**config.mk**
```make
export PLATFORM = sky130hd
export DESIGN_NAME = i2cpm_slave
export DESIGN_NICKNAME = d
export VERILOG_FILES = /design/src/rtl/i2cpm_pkg.sv /design/src/rtl/i2cpm_bus_sync.sv /design/src/rtl/i2cpm_page_buf.sv /design/src/rtl/i2cpm_store.sv /design/src/rtl/i2cpm_slave.sv
export SDC_FILE = /design/constraint.sdc
export NUM_CORES = 1
export LEC_CHECK = 0
export ABC_AREA = 1
export BUFFER_PORTS_ARGS = -buffer_cell sky130_fd_sc_hd__buf_2
export CORE_MARGIN = 1
export CORE_UTILIZATION = 35
export DETAILED_ROUTE_END_ITERATION = 12
export GPL_TIMING_DRIVEN = 0
export PLACE_DENSITY = 0.49
export REMOVE_ABC_BUFFERS = 1
export SYNTH_ARGS = -nofsm -noshare
export SYNTH_HDL_FRONTEND = slang
export SYNTH_HIERARCHICAL = 1
export SYNTH_SLANG_ARGS = --single-unit
```
**constraint.sdc**
```tcl
create_clock -name clk_i -period 3.38 [get_ports clk_i]
set_input_delay 0.169 -clock clk_i [delete_from_list [all_inputs] [get_ports clk_i]]
set_output_delay 0.169 -clock clk_i [all_outputs]
set_load 0.03 [all_outputs]
```
**src/rtl/i2cpm_pkg.sv**
```systemverilog
package i2cpm_pkg;
  localparam int unsigned BYTE_W = 8;

  typedef enum logic [3:0] {
    ST_IDLE,
    ST_ADDR,
    ST_ADDR_ACK,
    ST_PTR,
    ST_PTR_ACK,
    ST_WDATA,
    ST_WDATA_ACK,
    ST_RDATA,
    ST_RDATA_ACK
  } i2c_st_e;
endpackage

```
**src/rtl/i2cpm_bus_sync.sv**
```systemverilog
module i2cpm_bus_sync #(
  parameter int unsigned SYNC_N = 2
) (
  input  logic clk_i,
  input  logic rst_ni,
  input  logic scl_i,
  input  logic sda_i,
  output logic scl_o,
  output logic sda_o,
  output logic scl_rise_o,
  output logic scl_fall_o,
  output logic start_o,
  output logic stop_o
);
  logic [SYNC_N-1:0] scl_sh, sda_sh;
  logic scl_d, sda_d;

  always_ff @(posedge clk_i or negedge rst_ni) begin
    if (!rst_ni) begin
      scl_sh <= '1;
      sda_sh <= '1;
      scl_d  <= 1'b1;
      sda_d  <= 1'b1;
    end else begin
      scl_sh <= {scl_sh[SYNC_N-2:0], scl_i};
      sda_sh <= {sda_sh[SYNC_N-2:0], sda_i};
      scl_d  <= scl_o;
      sda_d  <= sda_o;
    end
  end

  assign scl_o      = scl_sh[SYNC_N-1];
  assign sda_o      = sda_sh[SYNC_N-1];
  assign scl_rise_o = scl_o & ~scl_d;
  assign scl_fall_o = ~scl_o & scl_d;
  // SDA edge while SCL stays high
  assign start_o    = scl_o & scl_d & sda_d & ~sda_o;
  assign stop_o     = scl_o & scl_d & ~sda_d & sda_o;
endmodule

```
**src/rtl/i2cpm_page_buf.sv**
```systemverilog
module i2cpm_page_buf #(
  parameter int unsigned PAGE_N = 16,
  localparam int unsigned IDX_W = $clog2(PAGE_N)
) (
  input  logic                   clk_i,
  input  logic                   rst_ni,
  input  logic                   clr_i,
  input  logic                   wr_i,
  input  logic [IDX_W-1:0]       idx_i,
  input  logic [7:0]             data_i,
  output logic [PAGE_N-1:0][7:0] data_o,
  output logic [PAGE_N-1:0]      valid_o
);
  for (genvar g = 0; g < PAGE_N; g++) begin : g_slot
    always_ff @(posedge clk_i or negedge rst_ni) begin
      if (!rst_ni) begin
        data_o[g]  <= '0;
        valid_o[g] <= 1'b0;
      end else if (clr_i) begin
        valid_o[g] <= 1'b0;
      end else if (wr_i && idx_i == IDX_W'(g)) begin
        data_o[g]  <= data_i;
        valid_o[g] <= 1'b1;
      end
    end
  end

  p_clr_empties_r4: assert property (@(posedge clk_i) disable iff (!rst_ni)
    clr_i |=> (valid_o == '0));
endmodule

```
**src/rtl/i2cpm_store.sv**
```systemverilog
module i2cpm_store #(
  parameter logic [7:0]  R0_BASE   = 8'hA0,
  parameter int unsigned R0_SIZE   = 32,
  parameter int unsigned R1_SIZE   = 48,
  parameter logic [7:0]  LOCK_ADDR = 8'h9F,
  parameter int unsigned PAGE_N    = 16,
  localparam int unsigned IDX_W = $clog2(PAGE_N),
  localparam int unsigned PG_W  = 8 - IDX_W
) (
  input  logic                   clk_i,
  input  logic                   rst_ni,
  input  logic                   commit_i,
  input  logic [PG_W-1:0]        page_i,
  input  logic [PAGE_N-1:0][7:0] buf_data_i,
  input  logic [PAGE_N-1:0]      buf_valid_i,
  input  logic [7:0]             rd_addr_i,
  output logic [7:0]             rd_data_o
);
  localparam int unsigned MEM_N = R0_SIZE + R1_SIZE;
  localparam int unsigned OFF_W = $clog2(MEM_N);
  localparam logic [8:0]  R0_LO = 9'(R0_BASE);
  localparam logic [8:0]  R1_LO = R0_LO + 9'(R0_SIZE);
  localparam logic [8:0]  R1_HI = R1_LO + 9'(R1_SIZE);

  logic [7:0] mem_q [MEM_N];
  logic [1:0] lock_q;

  function automatic logic [1:0] region_of(input logic [7:0] a);
    logic [8:0] w;
    w = {1'b0, a};
    return {(w >= R1_LO) && (w < R1_HI), (w >= R0_LO) && (w < R1_LO)};
  endfunction

  logic [PAGE_N-1:0][1:0]       slot_reg;
  logic [PAGE_N-1:0]            slot_lock;
  logic [PAGE_N-1:0][OFF_W-1:0] slot_off;

  for (genvar g = 0; g < PAGE_N; g++) begin : g_addr
    logic [7:0] a;
    assign a            = {page_i, IDX_W'(g)};
    assign slot_reg[g]  = region_of(a);
    assign slot_lock[g] = (a == LOCK_ADDR);
    assign slot_off[g]  = OFF_W'(a - R0_BASE);
  end

  always_ff @(posedge clk_i or negedge rst_ni) begin
    if (!rst_ni) begin
      lock_q <= '0;
      for (int i = 0; i < MEM_N; i++) mem_q[i] <= '0;
    end else if (commit_i) begin
      for (int i = 0; i < PAGE_N; i++) begin
        if (buf_valid_i[i]) begin
          if (slot_lock[i]) lock_q <= buf_data_i[i][1:0];
          else if ((slot_reg[i][0] && !lock_q[0]) || (slot_reg[i][1] && !lock_q[1]))
            mem_q[slot_off[i]] <= buf_data_i[i];
        end
      end
    end
  end

  logic [1:0]       rd_reg;
  logic [OFF_W-1:0] rd_off;
  assign rd_reg = region_of(rd_addr_i);
  assign rd_off = OFF_W'(rd_addr_i - R0_BASE);

  always_comb begin
    if (rd_addr_i == LOCK_ADDR) rd_data_o = {6'b0, lock_q};
    else if (|rd_reg)           rd_data_o = mem_q[rd_off];
    else                        rd_data_o = 8'hFF;
  end

  p_commit_only_r4: assert property (@(posedge clk_i) disable iff (!rst_ni)
    (mem_q[0] != $past(mem_q[0])) |-> $past(commit_i));
  p_region0_held_r7: assert property (@(posedge clk_i) disable iff (!rst_ni)
    (lock_q[0] && $past(lock_q[0])) |-> (mem_q[0] == $past(mem_q[0])));
  p_region1_held_r7: assert property (@(posedge clk_i) disable iff (!rst_ni)
    (lock_q[1] && $past(lock_q[1])) |-> (mem_q[R0_SIZE] == $past(mem_q[R0_SIZE])));
  p_lock_by_commit_r7: assert property (@(posedge clk_i) disable iff (!rst_ni)
    (lock_q != $past(lock_q)) |-> $past(commit_i));
endmodule

```
**src/rtl/i2cpm_slave.sv**
```systemverilog
module i2cpm_slave
  import i2cpm_pkg::*;
#(
  parameter int unsigned SYNC_N    = 2,
  parameter int unsigned PAGE_N    = 16,
  parameter logic [7:0]  R0_BASE   = 8'hA0,
  parameter int unsigned R0_SIZE   = 32,
  parameter int unsigned R1_SIZE   = 48,
  parameter logic [7:0]  LOCK_ADDR = 8'h9F
) (
  input  logic       clk_i,
  input  logic       rst_ni,
  input  logic [6:0] dev_addr_i,
  input  logic       scl_i,
  input  logic       sda_i,
  output logic       sda_oe_o
);
  localparam int unsigned IDX_W = $clog2(PAGE_N);

  logic scl_s, sda_s, scl_rise, scl_fall, start_ev, stop_ev;

  i2cpm_bus_sync #(.SYNC_N(SYNC_N)) i_sync (
    .clk_i, .rst_ni, .scl_i, .sda_i,
    .scl_o(scl_s), .sda_o(sda_s), .scl_rise_o(scl_rise), .scl_fall_o(scl_fall),
    .start_o(start_ev), .stop_o(stop_ev)
  );

  i2c_st_e    st_q;
  logic [2:0] cnt_q;
  logic [7:0] rx_q, tx_q, ptr_q;
  logic       rw_q, ack_ph_q, more_q, sda_oe_q;
  logic [7:0] rx_byte, rd_data;

  logic [PAGE_N-1:0][7:0] buf_data;
  logic [PAGE_N-1:0]      buf_valid;
  logic buf_wr, commit, buf_clr, byte_done;

  assign rx_byte   = {rx_q[6:0], sda_s};
  assign byte_done = scl_rise && (cnt_q == 3'd7);
  assign buf_wr    = (st_q == ST_WDATA) && byte_done;
  assign commit    = stop_ev && (|buf_valid);
  assign buf_clr   = start_ev || commit;

  i2cpm_page_buf #(.PAGE_N(PAGE_N)) i_pbuf (
    .clk_i, .rst_ni, .clr_i(buf_clr), .wr_i(buf_wr),
    .idx_i(ptr_q[IDX_W-1:0]), .data_i(rx_byte),
    .data_o(buf_data), .valid_o(buf_valid)
  );

  i2cpm_store #(
    .R0_BASE(R0_BASE), .R0_SIZE(R0_SIZE), .R1_SIZE(R1_SIZE),
    .LOCK_ADDR(LOCK_ADDR), .PAGE_N(PAGE_N)
  ) i_store (
    .clk_i, .rst_ni, .commit_i(commit), .page_i(ptr_q[7:IDX_W]),
    .buf_data_i(buf_data), .buf_valid_i(buf_valid),
    .rd_addr_i(ptr_q), .rd_data_o(rd_data)
  );

  always_ff @(posedge clk_i or negedge rst_ni) begin
    if (!rst_ni) begin
      st_q     <= ST_IDLE;
      cnt_q    <= '0;
      rx_q     <= '0;
      tx_q     <= '0;
      ptr_q    <= '0;
      rw_q     <= 1'b0;
      ack_ph_q <= 1'b0;
      more_q   <= 1'b0;
      sda_oe_q <= 1'b0;
    end else if (start_ev) begin
      st_q     <= ST_ADDR;
      cnt_q    <= '0;
      sda_oe_q <= 1'b0;
    end else if (stop_ev) begin
      st_q     <= ST_IDLE;
      sda_oe_q <= 1'b0;
    end else begin
      unique case (st_q)
        ST_ADDR, ST_PTR, ST_WDATA: begin
          if (scl_rise) begin
            rx_q  <= rx_byte;
            cnt_q <= cnt_q + 3'd1;
            ack_ph_q <= 1'b0;
            if (cnt_q == 3'd7) begin
              if (st_q == ST_ADDR) begin
                if (rx_byte[7:1] == dev_addr_i) begin
                  rw_q <= rx_byte[0];
                  st_q <= ST_ADDR_ACK;
                end else begin
                  st_q <= ST_IDLE;
                end
              end else if (st_q == ST_PTR) begin
                ptr_q <= rx_byte;
                st_q  <= ST_PTR_ACK;
              end else begin
                ptr_q[IDX_W-1:0] <= ptr_q[IDX_W-1:0] + 1'b1; // wrap inside page
                st_q <= ST_WDATA_ACK;
              end
            end
          end
        end
        ST_ADDR_ACK, ST_PTR_ACK, ST_WDATA_ACK: begin
          if (scl_fall) begin
            if (!ack_ph_q) begin
              sda_oe_q <= 1'b1;
              ack_ph_q <= 1'b1;
            end else begin
              sda_oe_q <= 1'b0;
              cnt_q    <= '0;
              if (st_q == ST_ADDR_ACK && rw_q) begin
                tx_q     <= rd_data;
                sda_oe_q <= ~rd_data[7];
                st_q     <= ST_RDATA;
              end else if (st_q == ST_ADDR_ACK) begin
                st_q <= ST_PTR;
              end else begin
                st_q <= ST_WDATA;
              end
            end
          end
        end
        ST_RDATA: begin
          if (scl_fall) begin
            if (cnt_q == 3'd7) begin
              sda_oe_q <= 1'b0;
              st_q     <= ST_RDATA_ACK;
            end else begin
              tx_q     <= {tx_q[6:0], 1'b0};
              sda_oe_q <= ~tx_q[6];
              cnt_q    <= cnt_q + 3'd1;
            end
          end
        end
        ST_RDATA_ACK: begin
          if (scl_rise) begin
            more_q <= ~sda_s;
            if (!sda_s) ptr_q <= ptr_q + 8'd1;
          end else if (scl_fall) begin
            if (more_q) begin
              tx_q     <= rd_data;
              sda_oe_q <= ~rd_data[7];
              cnt_q    <= '0;
              st_q     <= ST_RDATA;
            end else begin
              st_q <= ST_IDLE;
            end
          end
        end
        default: ;
      endcase
    end
  end

  assign sda_oe_o = sda_oe_q;

  p_oe_moves_scl_low_r6: assert property (@(posedge clk_i) disable iff (!rst_ni)
    (sda_oe_q != $past(sda_oe_q)) |-> !$past(scl_s));
  p_idle_quiet_r2: assert property (@(posedge clk_i) disable iff (!rst_ni)
    (st_q == ST_IDLE) |-> !sda_oe_q);
  p_page_held_r5: assert property (@(posedge clk_i) disable iff (!rst_ni)
    (st_q == ST_WDATA_ACK && $past(st_q) == ST_WDATA) |->
      (ptr_q[7:IDX_W] == $past(ptr_q[7:IDX_W])));
endmodule

```
==> flow_metrics.env <==
export IMPL_multiInputGateArea_um2=15900
export IMPL_nFillCells=11760
export IMPL_synth_cell_types=44
export IMPL_tightest_slew_ps=1462
export IMPL_hold_viol_final=0
export IMPL_io_buffers=11
export IMPL_critPathMaxStageDelay_ps=470
export IMPL_antenna_found_initial=4
export IMPL_cts_buffers_inserted=96
export IMPL_die_w_um=339.5
export IMPL_viasPerCell=4.995
export IMPL_final_layout_size_suffix_gt1_share_pct=8.925
export IMPL_grt_pass1_wl_um=215900
export IMPL_final_seq_area_um2=20670
export IMPL_io_pins=12
export IMPL_period_needed_ps=3422
export IMPL_drtIter0Drc=3635
export IMPL_cts_tree="yes"
export IMPL_pre_cts_slack_ps=-1636
export IMPL_initial_core_util_pct=35.39
export IMPL_dp_hpwl_um=92750
export IMPL_clock_skew_ps=39.17
export IMPL_ys_flop_type="dfrtp_1"
export IMPL_root_buffer="clkbuf_16"
export IMPL_leakagePower_nw=22.01
export IMPL_report_final_slew_viol_count=0
export IMPL_cpMaxStageDelayCell="dfrtp_4"
export IMPL_min_path_type="input port to register"
export IMPL_synth_area_um2=39860
export IMPL_num_vias=33460
export IMPL_cts_sinks=825
export IMPL_endpoint_kind="register"
export IMPL_post_drt_wl_per_cell_um=22.17
export IMPL_synthCells=5174
export IMPL_dieArea_um2=115300
export IMPL_grt_overflow_total=0
export IMPL_drt_pass1_iter_count=6
export IMPL_grt_pass1_vias=30910
export IMPL_synthArstFlopShare_pct=100.0
export IMPL_path_clk_slew_ps=60
export IMPL_routabilityCongestion=0.9506
export IMPL_ys_seq_elements=825
export IMPL_maxCapViolations=0
export IMPL_setup_viol=1
export IMPL_synth_edf_count=0
export IMPL_insertion_delay_ps=700
export IMPL_area_delta_synth_final_pct=14.19
export IMPL_rsz0062_at_grt="yes"
export IMPL_cp_top_family="compound AO/OA/AOI/OAI gates"
export IMPL_finalSetupTns_ps=-41.64
export IMPL_detail_route_antenna_nets=0
export IMPL_path_buf_inv=3
export IMPL_num_rows=123
export IMPL_fmax_mhz=292.3
export IMPL_relSlewSlack_pct=2.532
export IMPL_htree_levels=3
export IMPL_ys_seq_area_share_pct=51.81
export IMPL_arrival_ps=4040
export IMPL_yosysWarnings=6
export IMPL_syn_avg_cell_area_um2=7.705
export IMPL_total_power_w=0.03303
export IMPL_timing_final_crit_share_pct=101.2
export IMPL_crit_path_max_fanout=60
export IMPL_wl_um=148500
export IMPL_design_core_area_um2=112700
export IMPL_crit_type="register to register"
export IMPL_drc=0
export IMPL_critPathLaunchType="register"
export IMPL_cts_buffer_depth=3
export IMPL_n_antenna_cell=0
export IMPL_critPathRequiredTime_ps=4000
export IMPL_nets=5134
export IMPL_status="complete, but fails checks"
export IMPL_cp_cell_sequence="buf_16, buf_16, inv_16, o21ai_0, o21ai_1, nand2_1, nand4_1, a21oi_1, a21oi_4, nor3_2, o21ai_0, nor2_1, nand3_1, nand2_1"
export IMPL_grt_usage_pct=25.45
export IMPL_finalWorstSetupSlack_ps=-41.64
export IMPL_grt_max_degree=116
export IMPL_dieHeight_um=339.5
export IMPL_failed_checks="negative setup slack"
export IMPL_power_density_nw_per_um2=725.7
export IMPL_irDropWorstVdd_mv=0.8931
## flip-flops by register name (all words and copies together), names as in the netlist
name / flops
i_store/mem_q: 640
i_pbuf/data_o: 128
i_pbuf/valid_o: 16
ptr_q: 8
rx_q: 7
tx_q: 7
st_q: 4
cnt_q: 3
i_store/lock_q: 2
i_sync/scl_sh: 2
i_sync/sda_sh: 2
ack_ph_q: 1
i_sync/scl_d: 1
i_sync/sda_d: 1
more_q: 1
rw_q: 1
sda_oe_o: 1
## synth_stat cells (3+ instances only)
| cell type | instances | area [µm²] |
|---|---|---|
| a21oi_1 | 61 | 305.3 |
| buf_1 | 4 | 15.01 |
| buf_2 | 113 | 565.5 |
| buf_4 | 25 | 187.7 |
| buf_6 | 45 | 506.7 |
| clkbuf_1 | 40 | 150.1 |
| clkinv_1 | 3 | 11.26 |
| dfrtp_1 | 819 | 20490 |
| dfstp_2 | 6 | 157.7 |
| ha_1 | 4 | 50.05 |
| inv_1 | 561 | 2106 |
| inv_2 | 9 | 33.78 |
| mux2i_1 | 7 | 70.07 |
| nand2_1 | 2041 | 7661 |
| nand2_2 | 14 | 87.58 |
| nand2_4 | 49 | 551.8 |
| nand3_1 | 229 | 1146 |
| nand3_2 | 3 | 30.03 |
| nand4_1 | 18 | 112.6 |
| nor2_1 | 276 | 1036 |
| nor2_2 | 6 | 37.54 |
| nor3_1 | 4 | 20.02 |
| nor4_1 | 4 | 25.02 |
| o211ai_1 | 18 | 135.1 |
| o21ai_0 | 563 | 2818 |
| o21ai_1 | 181 | 905.9 |
| o21ai_2 | 33 | 289.0 |
| o22ai_1 | 12 | 75.07 |
| or2_2 | 6 | 37.54 |
## worst register-to-register path: stages (launching register included)
cell and delay, ps:
dfrtp_4 470, buf_16 290, buf_16 260, inv_16 130
o21ai_0 470, o21ai_1 400, nand2_1 240, nand4_1 120
a21oi_1 250, a21oi_4 130, nor3_2 210, o21ai_0 110
nor2_1 140, nand3_1 70, nand2_1 60
## power breakdown
part           leakage, nW  total (W)  internal [W]  switching [W]
clock network         1.68     0.0113       0.00687        0.00442
registers             11.5     0.0107        0.0101       0.000682
logic                 8.88     0.0110       0.00313        0.00787
total                 22.0     0.0330        0.0201         0.0130
## what timing repair did
| item | in CTS | in global routing |
|---|---|---|
| setup endpoints to repair | 719 | 237 |
| buffers inserted | 9 | 8 |
| hold buffers | 4 | 0 |
| pin swaps | 3 | 1 |
| cloned | 19 | 3 |
| gates resized for setup | 57 | 63 |
| hold endpoints to repair | 73 | 0 |
## cell type report
class / count / share of cell area [%]
clock buffers: 141 / 6.289
clock inverters: 37 / 1.273
inverters: 573 / 4.818
multi-input cells: 3546 / 34.92
flip-flops and latches: 825 / 45.42
well taps: 1500 / 4.123
repair buffers: 74 / 3.106
repair inverters: 3 / 0.04948
## cells by family after synthesis
| family | share of synthesized area (%) |
|---|---|
| and+or+nand+nor | 27.20 |
| AOI/OAI and AO/OA | 11.50 |
| DFF | 51.81 |
| buffers and inverters | 9.146 |
| muxes | 0.1758 |
| adders and majority gates | 0.1256 |
| xor gates and xnor gates | 0.04395 |
## cell usage in the layout, fill, tap and decap left out, types with 5 or more instances in the layout
cell           n
a21oi_1       50
a21oi_2       10
buf_16        26
buf_2         10
buf_4         12
bufbuf_16      9
bufinv_16     13
clkbuf_1      17
clkbuf_16    100
clkbuf_8      27
clkinv_2      11
clkinvlp_4     7
dfrtp_1      809
dfrtp_2        8
dfstp_2        5
inv_1        559
inv_2          7
inv_6          5
mux2i_1        7
nand2_1     2009
nand2_2       45
nand2_4       49
nand3_1      224
nand3_2        8
nand4_1       18
nor2_1       250
nor2_2        24
nor2_4        10
o211ai_1      18
o21ai_0      551
o21ai_1      192
o21ai_2       34
o22ai_1        8
or2_2          6
## final timing paths
path | cells after the start | slack [ps] | end | from
hold reg to reg | 0 | 360 | i_sync/scl_sh[1] | i_sync/scl_sh[0]
min in group asynchronous | 2 | 100 | i_store/mem_q[40] | rst_ni
max in group asynchronous | 4 | 1740 | ptr_q[1] | rst_ni
setup reg to reg | 14 | -40 | sda_oe_o | ptr_q[0]
hold / removal | 9 | 50 | rw_q | dev_addr_i[0]
setup / recovery | 14 | -40 | sda_oe_o | ptr_q[0]
## layer usage
metal  vias up  global-route usage, %  part of all wire [%]
met4         2                  9.253                   3.9
li1      16040                      -                     -
met5         -                      0                 0.011
met3       219                  3.601                   6.2
met2      1012                  37.60                    43
met1     16190                  37.69                    47
## through the flow
step | std cells | instance area, µm² | hold slack [ps] | utilization, %
2_1_floorplan | 4943 | 38370 | -126.6 | -
3_3_place_gp | 6454 | 40300 | 275.4 | 35.77
3_5_place_dp | 6478 | 40940 | 212.2 | 36.34
4_1_cts | 6688 | 45200 | 6.450 | 40.12
5_1_grt | 6699 | 45520 | 101.7 | 40.41
6_report | 6699 | 45520 | 47.30 | 40.41
(Power assumes the default switching activity.)
